[src/rtl/urx_pkg.sv]
package urx_pkg;
   typedef enum logic [2:0] {
      ST_REST,
      ST_START,
      ST_DATA,
      ST_STOP,
      ST_WAIT_HI
   } urx_state_t;

   typedef struct packed {
      logic stop_ok;
      logic noisy;
      logic brk;
   } urx_fstat_t;
endpackage

[src/rtl/urx_bit_sampler.sv]
module urx_bit_sampler #(
   parameter int OVS   = 16,
   parameter bit VOTE3 = 1'b1
) (
   input  logic clk,
   input  logic rst_n,
   input  logic tick,
   input  logic rxd,
   input  logic run,
   output logic rxd_s,
   output logic bit_dec,
   output logic bit_val,
   output logic bit_noisy,
   output logic bit_end
);
   localparam int CW  = $clog2(OVS);
   localparam int MID = OVS / 2;
   localparam logic [CW-1:0] P_A   = CW'(MID - 1);
   localparam logic [CW-1:0] P_B   = CW'(MID);
   localparam logic [CW-1:0] P_C   = CW'(MID + 1);
   localparam logic [CW-1:0] P_END = CW'(OVS - 1);

   if (OVS < 8 || (OVS % 2) != 0) begin : g_bad_ovs
      $error("urx_bit_sampler: OVS must be even and at least 8");
   end

   logic          sync1;
   logic [CW-1:0] cnt;
   logic          s_b;

   always_ff @(posedge clk or negedge rst_n) begin
      if (!rst_n) begin
         sync1 <= 1'b1;
         rxd_s <= 1'b1;
      end else begin
         sync1 <= rxd;
         rxd_s <= sync1;
      end
   end

   always_ff @(posedge clk or negedge rst_n) begin
      if (!rst_n)          cnt <= '0;
      else if (!run)       cnt <= '0;
      else if (tick)       cnt <= (cnt == P_END) ? '0 : cnt + 1'b1;
   end

   always_ff @(posedge clk or negedge rst_n) begin
      if (!rst_n)                        s_b <= 1'b1;
      else if (run && tick && cnt == P_B) s_b <= rxd_s;
   end

   assign bit_dec = run && tick && (cnt == P_C);
   assign bit_end = run && tick && (cnt == P_END);

   if (VOTE3) begin : g_vote
      logic s_a;
      always_ff @(posedge clk or negedge rst_n) begin
         if (!rst_n)                        s_a <= 1'b1;
         else if (run && tick && cnt == P_A) s_a <= rxd_s;
      end
      assign bit_val   = (s_a & s_b) | (s_a & rxd_s) | (s_b & rxd_s);
      assign bit_noisy = !((s_a == s_b) && (s_b == rxd_s));
   end else begin : g_single
      assign bit_val   = s_b;
      assign bit_noisy = 1'b0;
   end


   dec_before_end_chk: assert property (@(posedge clk) disable iff (!rst_n)
      bit_dec |-> !bit_end);
endmodule

[src/rtl/urx_frame_fsm.sv]
module urx_frame_fsm
   import urx_pkg::*;
#(
   parameter int DATA_W = 8
) (
   input  logic              clk,
   input  logic              rst_n,
   input  logic              tick,
   input  logic              rxd_s,
   input  logic              nine_bit,
   input  logic              bit_dec,
   input  logic              bit_val,
   input  logic              bit_noisy,
   input  logic              bit_end,
   output logic              run,
   output logic              at_rest,
   output logic              fdone,
   output logic [DATA_W:0]   fdata,
   output logic              fnine,
   output urx_fstat_t        fstat
);
   localparam int IW = $clog2(DATA_W + 1);
   localparam logic [IW-1:0] LAST8 = IW'(DATA_W - 1);
   localparam logic [IW-1:0] LAST9 = IW'(DATA_W);

   if (DATA_W < 5) begin : g_bad_w
      $error("urx_frame_fsm: DATA_W too small");
   end

   urx_state_t      state;
   logic [IW-1:0]   idx;
   logic            noisy_acc;

   assign run     = (state == ST_START) || (state == ST_DATA) || (state == ST_STOP);
   assign at_rest = (state == ST_REST);

   always_ff @(posedge clk or negedge rst_n) begin
      if (!rst_n) begin
         state     <= ST_REST;
         idx       <= '0;
         noisy_acc <= 1'b0;
         fdata     <= '0;
         fnine     <= 1'b0;
         fdone     <= 1'b0;
         fstat     <= '0;
      end else begin
         fdone <= 1'b0;
         unique case (state)
            ST_REST: if (tick && !rxd_s) begin
               state     <= ST_START;
               fdata     <= '0;
               fnine     <= nine_bit;
               noisy_acc <= 1'b0;
               idx       <= '0;
            end
            ST_START: begin
               if (bit_dec) begin
                  if (bit_val) state <= ST_REST;
                  noisy_acc <= bit_noisy;
               end
               if (bit_end) state <= ST_DATA;
            end
            ST_DATA: begin
               if (bit_dec) begin
                  fdata[idx] <= bit_val;
                  noisy_acc  <= noisy_acc | bit_noisy;
               end
               if (bit_end) begin
                  if (idx == (fnine ? LAST9 : LAST8)) state <= ST_STOP;
                  idx <= idx + 1'b1;
               end
            end
            ST_STOP: if (bit_dec) begin
               fdone         <= 1'b1;
               fstat.stop_ok <= bit_val;
               fstat.noisy   <= noisy_acc | bit_noisy;
               fstat.brk     <= !bit_val && (fdata == '0);
               state         <= bit_val ? ST_REST : ST_WAIT_HI;
            end
            ST_WAIT_HI: if (rxd_s) state <= ST_REST;
            default: state <= ST_REST;
         endcase
      end
   end


   eight_top_zero_chk: assert property (@(posedge clk) disable iff (!rst_n)
      (fdone && !fnine) |-> (fdata[DATA_W] == 1'b0));


   brk_stop_low_chk: assert property (@(posedge clk) disable iff (!rst_n)
      (fdone && fstat.brk) |-> !fstat.stop_ok);
endmodule

[src/rtl/urx_idle_det.sv]
module urx_idle_det #(
   parameter int DATA_W = 8,
   parameter int OVS    = 16
) (
   input  logic clk,
   input  logic rst_n,
   input  logic tick,
   input  logic line_hi,
   input  logic nine_bit,
   output logic idle_ev
);
   localparam int CW = $clog2((DATA_W + 3) * OVS + 1);
   localparam logic [CW-1:0] THR8 = CW'((DATA_W + 2) * OVS);
   localparam logic [CW-1:0] THR9 = CW'((DATA_W + 3) * OVS);

   logic [CW-1:0] cnt;
   logic [CW-1:0] thr;

   assign thr = nine_bit ? THR9 : THR8;

   always_ff @(posedge clk or negedge rst_n) begin
      if (!rst_n) begin
         cnt     <= '0;
         idle_ev <= 1'b0;
      end else begin
         idle_ev <= line_hi && tick && (cnt == thr - 1'b1);
         if (!line_hi)             cnt <= '0;
         else if (tick && cnt < thr) cnt <= cnt + 1'b1;
      end
   end


   single_event_chk: assert property (@(posedge clk) disable iff (!rst_n)
      idle_ev |=> !idle_ev);
endmodule

[src/rtl/urx_wakeup_rx.sv]
module urx_wakeup_rx
   import urx_pkg::*;
#(
   parameter int DATA_W = 8,
   parameter int OVS    = 16,
   parameter bit VOTE3  = 1'b1
) (
   input  logic            clk,
   input  logic            rst_n,
   input  logic            tick,
   input  logic            rxd,
   input  logic            nine_bit,
   input  logic            wake_addr,
   input  logic            wake_set,
   input  logic            wake_clr,
   input  logic            rd_ack,
   input  logic            idle_ack,
   output logic [DATA_W:0] rx_data,
   output logic            data_rdy,
   output logic            idle_flag,
   output logic            ovr_flag,
   output logic            noise_flag,
   output logic            frm_err,
   output logic            brk_flag,
   output logic            wake_bit
);
   logic            rxd_s, bit_dec, bit_val, bit_noisy, bit_end;
   logic            run, at_rest, fdone, fnine, idle_ev, armed;
   logic [DATA_W:0] fdata;
   urx_fstat_t      fstat;
   logic            top_bit, addr_hit, dormant;

   urx_bit_sampler #(.OVS(OVS), .VOTE3(VOTE3)) u_smp (
      .clk(clk), .rst_n(rst_n), .tick(tick), .rxd(rxd), .run(run),
      .rxd_s(rxd_s), .bit_dec(bit_dec), .bit_val(bit_val),
      .bit_noisy(bit_noisy), .bit_end(bit_end)
   );

   urx_frame_fsm #(.DATA_W(DATA_W)) u_fsm (
      .clk(clk), .rst_n(rst_n), .tick(tick), .rxd_s(rxd_s),
      .nine_bit(nine_bit), .bit_dec(bit_dec), .bit_val(bit_val),
      .bit_noisy(bit_noisy), .bit_end(bit_end), .run(run),
      .at_rest(at_rest), .fdone(fdone), .fdata(fdata), .fnine(fnine),
      .fstat(fstat)
   );

   urx_idle_det #(.DATA_W(DATA_W), .OVS(OVS)) u_idle (
      .clk(clk), .rst_n(rst_n), .tick(tick), .line_hi(at_rest && rxd_s),
      .nine_bit(nine_bit), .idle_ev(idle_ev)
   );

   assign top_bit  = fnine ? fdata[DATA_W] : fdata[DATA_W-1];
   assign addr_hit = fdone && wake_bit && wake_addr && top_bit && !fstat.brk;
   assign dormant  = wake_bit && !addr_hit;

   always_ff @(posedge clk or negedge rst_n) begin
      if (!rst_n)                        wake_bit <= 1'b0;
      else if (wake_set)                 wake_bit <= 1'b1;
      else if (wake_clr)                 wake_bit <= 1'b0;
      else if (addr_hit)                 wake_bit <= 1'b0;
      else if (idle_ev && !wake_addr)    wake_bit <= 1'b0;
   end

   always_ff @(posedge clk or negedge rst_n) begin
      if (!rst_n) begin
         rx_data    <= '0;
         data_rdy   <= 1'b0;
         ovr_flag   <= 1'b0;
         noise_flag <= 1'b0;
         frm_err    <= 1'b0;
         brk_flag   <= 1'b0;
      end else begin
         if (rd_ack) begin
            data_rdy   <= 1'b0;
            ovr_flag   <= 1'b0;
            noise_flag <= 1'b0;
            frm_err    <= 1'b0;
            brk_flag   <= 1'b0;
         end
         if (fdone && !dormant) begin
            if (fstat.brk) begin
               brk_flag <= 1'b1;
            end else if (data_rdy && !rd_ack) begin
               ovr_flag <= 1'b1;
            end else begin
               rx_data    <= fdata;
               data_rdy   <= 1'b1;
               noise_flag <= fstat.noisy;
               frm_err    <= !fstat.stop_ok;
            end
         end
      end
   end

   always_ff @(posedge clk or negedge rst_n) begin
      if (!rst_n) begin
         armed     <= 1'b0;
         idle_flag <= 1'b0;
      end else begin
         if (fdone)        armed <= 1'b1;
         else if (idle_ev) armed <= 1'b0;
         if (idle_ack)     idle_flag <= 1'b0;
         if (idle_ev && armed && !wake_bit) idle_flag <= 1'b1;
      end
   end


   dormant_rdy_chk: assert property (@(posedge clk) disable iff (!rst_n)
      $rose(data_rdy) |-> (!$past(wake_bit) || !wake_bit));


   dormant_frm_chk: assert property (@(posedge clk) disable iff (!rst_n)
      $rose(frm_err) |-> (!$past(wake_bit) || !wake_bit));


   dormant_idle_chk: assert property (@(posedge clk) disable iff (!rst_n)
      $rose(idle_flag) |-> !$past(wake_bit));


   ovr_keep_chk: assert property (@(posedge clk) disable iff (!rst_n)
      $rose(ovr_flag) |-> ($stable(rx_data) && data_rdy));


   brk_nodata_chk: assert property (@(posedge clk) disable iff (!rst_n)
      $rose(brk_flag) |-> !$rose(data_rdy));


   idle_wake_chk: assert property (@(posedge clk) disable iff (!rst_n)
      ($fell(wake_bit) && !$past(wake_clr) && !$past(wake_addr)) |-> $past(idle_ev));
endmodule

[config.mk]
export PLATFORM = sky130hd
export DESIGN_NAME = urx_wakeup_rx
export DESIGN_NICKNAME = d
export VERILOG_FILES = /design/src/rtl/urx_pkg.sv /design/src/rtl/urx_bit_sampler.sv /design/src/rtl/urx_frame_fsm.sv /design/src/rtl/urx_idle_det.sv /design/src/rtl/urx_wakeup_rx.sv
export SDC_FILE = /design/constraint.sdc
export NUM_CORES = 1
export LEC_CHECK = 0
export BUFFER_PORTS_ARGS = -buffer_cell sky130_fd_sc_hd__buf_4
export CAP_MARGIN = 20
export CORE_ASPECT_RATIO = 0.9
export CORE_MARGIN = 2
export CORE_UTILIZATION = 30
export DETAILED_ROUTE_END_ITERATION = 7
export HOLD_SLACK_MARGIN = 0.12
export PLACE_DENSITY_LB_ADDON = 0.2
export SKIP_LAST_GASP = 1
export SLEW_MARGIN = 5
export SYNTH_ARGS = -nofsm -noshare
export SYNTH_HDL_FRONTEND = slang
export SYNTH_HIERARCHICAL = 1
export SYNTH_SLANG_ARGS = --single-unit
[constraint.sdc]
create_clock -name clk -period 2.1 [get_ports clk]
set_clock_uncertainty 0.1 [all_clocks]
set_input_delay 0.42 -clock clk [delete_from_list [all_inputs] [get_ports clk]]
set_output_delay 0.42 -clock clk [all_outputs]
set_load 0.01 [all_outputs]
==> flow_summary.toml, run 1 <==
[run_status]
status = "completed"

[pwr]
switchingPower_mw = 0.843
combPwrFrac_pct = 24.9
peakVddDrop_mv = 0.284
p_seq_share_pct = 50.4
leakage_nw = 1.56
intPower_mw = 1.70
p_clk_share_pct = 24.6
powerDensity_mw_per_mm2 = 747
sw_frac_of_total_pct = 33.1

[global_route]
grt_max_degree = 57
first_global_vias = 2032
globalRouteOverflowTotal = 0
grt_antenna_before_repair = 0
grt_pass1_wl_um = 10200
track_usage_pct = 12.0

[clock_tree]
clkLatencyLatePin_ps = 310
cts_sinks = 56
cts_tree = "built"
post_cts_buffers = 0
clk_pin_slew_worst_paths_ps = 110
clockBufferDepth = 2
cts_htree_levels = 2
root_buffer = "clkbuf_8"
cts_buffers = 5

[layout]
insertedDiodeCount = 0
layout_common_cells = "dfrtp_1, buf_4, o21ai_0, inv_1, nand3_1"
fin_nets = 320
drive_above_1_share_pct = 25.3
syn_to_final_growth_pct = 16.0
final_common_cell = "dfrtp_1"
num-fill-cells = 991

[routing]
drc = 0
drtAntennaViolNets = 0
routed_wl_um = 6040
drt_iter0_markers = 105
routedWlPerCell_um = 14.2
via_per_inst = 4.92
drtPass1Iterations = 4
num_vias = 2097

[synth]
syn_area_mm2 = 0.00294
netlist_instances = 265
synth.distinct_cells = 64
syn_avg_cell_area_um2 = 11.1
synth_nets = 286
ys.flop_type = "dfrtp_1"
yosysSeqAreaShare_pct = 47.9
async_flop_share_pct = 100
synth_edf_count = 0
ys_warn_count = 6
synth_seq_cells = 56

[setup_path]
r2r_slack_ps = 150
startpoint_type = "flip-flop"
worst_setup_path_end_kind = "flip-flop"
worst-path-max-fanout = 8
r2r-end = "u_fsm/state[0]"
rr_worst_depth = 7
critPathArrivalTime_ps = 2070
crit_type = "flip-flop to flip-flop"
reg2reg_from = "u_fsm/state[0]"
endpoint = "u_fsm/state[0]"
worstSetupStartpoint = "u_fsm/state[0]"
worstPathRequired_ps = 2230

[timing]
hold_viol = 0
rsz0062_at_grt = "no"
hold_ws_ps = 193
max-slew-margin-rel_pct = 51.7
setup_viol = 0
post-route-period-util_pct = 92.7
tightest_slew_ps = 725
final_max_slew_viol_count = 0
fin_crit_ps = 1950
clock.fmax_mhz = 514
fin_tns_setup_ps = 0

[min_path]
hold_path_class = "input pin to flip-flop"

[floorplan]
rows = 34
initial_core_util_pct = 30.6
die_h_um = 97.9
die-area_mm2 = 0.0106
core_area_mm2 = 0.00961
ioPinCount = 26
die_w_um = 108

[place]
numPortBuffers = 25
dpl.hpwl_um = 4290
place_congestion = 0.798

[run]
cap_violations = 0
==> through the flow <==
| stage | worst slack [ps] | util, % | instance area, µm² | power, mW | std cells |
|---|---|---|---|---|---|
| after global routing | 14.9 | 35.5 | 3410 | 2.74 | 426 |
| final | 154 | 35.5 | 3410 | 2.55 | 426 |
| after global placement | 171 | 34.2 | 3290 | 1.93 | 416 |
| after floorplan | 22.0 | - | 2950 | 1.72 | 265 |
| after CTS | 114 | 35.4 | 3410 | 2.58 | 426 |
| after detailed placement | 142 | 34.2 | 3290 | 1.94 | 416 |
==> power by group through the flow <==
stage	logic, mW	clock network (mW)	registers [mW]
floorplan	0.436	0	1.28
global placement	0.635	0	1.30
detailed placement	0.633	0	1.30
CTS	0.639	0.660	1.28
global route	0.717	0.720	1.30
finish	0.635	0.627	1.28
==> critical path, cell delays in order (launching register included) <==
cell	delay, ps
dfrtp_1	400
nor2_1	170
nor2_2	70
and4b_2	220
and2_2	240
o21ai_0	80
or4bb_1	490
o211ai_1	100
==> cell families (layout without fill, tap and decap cells) <==
logic type | count (synthesis) | count (layout) | synth area share [%]
fa+ha+maj | 11 | 11 | 4.68
simple gates | 91 | 91 | 19.5
buf+inv | 25 | 60 | 4.17
flops | 56 | 56 | 47.9
mux | 28 | 28 | 11.5
compound gates | 52 | 52 | 11.8
xor+xnor | 2 | 2 | 0.596
==> worst min-delay path by stage <==
stage,to,start,cells after the start
2_1_floorplan,armed,rst_n,0
3_3_place_gp,u_smp/rxd_s,u_smp/sync1,0
3_5_place_dp,u_smp/rxd_s,u_smp/sync1,0
4_1_cts,wake_bit,wake_set,2
5_1_grt,wake_bit,wake_set,2
6_report,wake_bit,wake_set,2
==> cells in the mapped netlist (all sizes together), types with 2 or more instances <==
cell / number / area (µm²)
or4b: 2 / 20.0
nand2b: 6 / 37.5
or3: 3 / 18.8
inv: 15 / 56.3
nand3: 15 / 75.1
a22o: 4 / 35.0
nor3b: 2 / 15.0
nand3b: 3 / 22.5
ha: 11 / 138
or2: 2 / 12.5
nor3: 3 / 15.0
and3b: 2 / 21.3
nor2: 9 / 50.1
buf: 7 / 55.1
a21oi: 8 / 40.0
clkbuf: 2 / 7.51
mux2: 16 / 218
nand4b: 3 / 26.3
a32o: 3 / 30.0
a22oi: 2 / 15.0
nand2: 14 / 55.1
dfstp: 4 / 105
nor4: 5 / 31.3
mux2i: 12 / 120
nor2b: 7 / 43.8
dfrtp: 52 / 1300
o21ai: 19 / 95.1
or4: 4 / 30.0
a21boi: 2 / 15.0
o31ai: 3 / 22.5
and2: 3 / 18.8
==> state kept, by name, indices dropped and copies added (netlist names), 3 cells and up <==
| register | cells |
|---|---|
| u_fsm/idx | 4 |
| u_smp/cnt | 4 |
| rx_data | 9 |
| u_fsm/fstat | 3 |
| u_idle/cnt | 8 |
| u_fsm/fdata | 9 |
| u_fsm/state | 3 |
==> metal layers <==
metal / vias up / part of all wire (%) / track usage, %
met3: 8 / 4.7 / 2.87
met4: 0 / 1.9 / 4.14
met5: - / 0 / 0
met2: 49 / 44 / 17.0
li1: 1029 / - / -
met1: 1011 / 50 / 17.9
==> cell type report <==
class | instances | area, µm² | area share, %
Inverter | 16 | 60.1 | 1.76
Sequential cell | 56 | 1410 | 41.3
Multi-Input combinational cell | 184 | 1420 | 41.5
Tap cell | 126 | 158 | 4.62
Timing Repair Buffer | 36 | 275 | 8.07
Clock buffer | 5 | 68.8 | 2.02
Clock inverter | 3 | 25.0 | 0.734
==> timing repair <==
action / 4_1_cts / 5_1_grt
endpoints found under the hold margin: 53 / 0
hold buffers: 2 / 0
resized for setup: 0 / 3
endpoints found under the setup margin: 0 / 4
Power figures use the tool's default switching activity.
==> run 2: changes to the inputs <==
Settings changed: MAX_ROUTING_LAYER set to met4.
Clock period 2.1 ns to 2.5 ns, I/O delays scaled along.
==> run 2 against run 1 <==
Compared with the run above:
- wire length shrank 0.65%
- fmax shrank 5.6%
- sequential power shrank 16%
- sequential share of layout area grew 0.70 points
- core utilization shrank 0.62 points
- critical path depth is the same
- setup slack gained 290 ps
- critical endpoint is now u_fsm/fdata[6]
- register-to-register slack gained 290 ps
- die area is the same
- clock-buffer cell count is the same
- highest routed layer unchanged
- sequential cell count is the same
- first-iteration DRC count grew 21%
==> flow_summary.toml, run 2 (synthesized netlist as in run 1, its figures left out) <==
[run_status]
status = "completed"

[min_path]
hold_path_class = "input pin to async pin"

[layout]
seq_area_mm2 = 0.00141
drive_above_1_share_pct = 23.1
final_common_cell = "dfrtp_1"
reg_top3 = "rx_data x9, u_fsm/fdata x9, u_idle/cnt x8"
fin_nets = 314
multiInputGateArea_mm2 = 0.00141
num-fill-cells = 978
layout_common_cells = "dfrtp_1, buf_4, o21ai_0, inv_1, nand3_1"
syn_to_final_growth_pct = 14.0
insertedDiodeCount = 0

[timing]
setup_viol = 0
clock.fmax_mhz = 485
fin_tns_setup_ps = 0
layout_setup_ws_ps = 440
rsz0062_at_grt = "no"
final_max_slew_viol_count = 0
max-slew-margin-rel_pct = 51.2
post-route-period-util_pct = 82.4
tightest_slew_ps = 733
hold_viol = 0
fin_crit_ps = 2060

[floorplan]
ioPinCount = 26
die-area_mm2 = 0.0106
initial_core_util_pct = 30.6
rows = 34
die_w_um = 108
core_area_mm2 = 0.00961
die_h_um = 97.9

[routing]
routedWlPerCell_um = 14.3
num_vias = 2067
drtAntennaViolNets = 0
drtPass1Iterations = 4
via_per_inst = 4.92
routed_wl_um = 6000
drt_iter0_markers = 127
drc = 0

[setup_path]
critPathArrivalTime_ps = 2160
r2r_slack_ps = 440
crit_type = "flip-flop to flip-flop"
worst-path-max-fanout = 8
rr_worst_depth = 7
worst_setup_path_end_kind = "flip-flop"
reg2reg_from = "u_fsm/state[0]"
startpoint_type = "flip-flop"
r2r-end = "u_fsm/fdata[6]"
worstPathRequired_ps = 2600

[clock_tree]
cts_resized = 0
cts_buffers = 5
clkLatencyLatePin_ps = 310
root_buffer = "clkbuf_8"
cts_htree_levels = 2
cts_tree = "built"
clockBufferDepth = 2
holdBufCountCts = 0
cts_sinks = 56
post_cts_buffers = 0
clk_pin_slew_worst_paths_ps = 110

[place]
numPortBuffers = 25
place_congestion = 0.797
dpl.hpwl_um = 4180
pre_cts_ws_ps = 409

[pwr]
leakage_nw = 1.54
peakVddDrop_mv = 0.285
powerDensity_mw_per_mm2 = 630

[global_route]
grt_antenna_before_repair = 0
grt_pass1_wl_um = 10500
globalRouteOverflowTotal = 0
grt_max_degree = 57
first_global_vias = 2089
track_usage_pct = 12.7

[run]
cap_violations = 0
run 2: final cells by class:
type	count	area share, %
inverters	16	1.79
repair buffers	30	6.72
flip-flops and latches	56	42.0
multi-input cells	184	42.1
clock buffers	5	2.05
clock inverters	3	0.672
well taps	126	4.71
run 2: worst max-delay path by stage:
stage	start	to	slack (ps)
after floorplan	u_fsm/state[0]	u_fsm/fdata[2]	190
after global placement	tick	u_fsm/fnine	430
after detailed placement	tick	u_fsm/fnine	410
after CTS	u_fsm/state[2]	u_fsm/fdata[4]	440
after global routing	u_fsm/state[0]	u_fsm/fdata[4]	270
final	u_fsm/state[0]	u_fsm/fdata[6]	440
run 2: metal layers:
layer	GRT usage (%)	vias to the layer above	wire length, µm
li1	-	1017	-
met1	18.1	999	3010
met2	18.8	44	2710
met3	2.20	7	201
met4	3.25	0	74
met5	-	-	0
run 2: through the flow:
stage	instance area [µm²]	hold WS, ps	util, %	instances	power, mW
after floorplan	2940	104	-	265	1.44
after detailed placement	3260	247	33.9	412	1.62
final	3350	133	34.9	420	2.11
after global routing	3350	169	34.9	420	2.27
after global placement	3260	246	33.9	412	1.62
after CTS	3350	176	34.9	420	2.15
run 2: power by group:
group / switching [mW] / total [mW] / internal, mW
clock: 0.315 / 0.517 / 0.202
sequential: 0.0800 / 1.08 / 0.996
combinational: 0.304 / 0.519 / 0.215
run 2: critical path: stages (launching register included):
cell	delay (ps)
dfrtp_1	360
nor2_1	60
nor2_1	220
and4b_2	280
and2_1	300
and4bb_2	370
nand3_1	120
mux2i_1	140
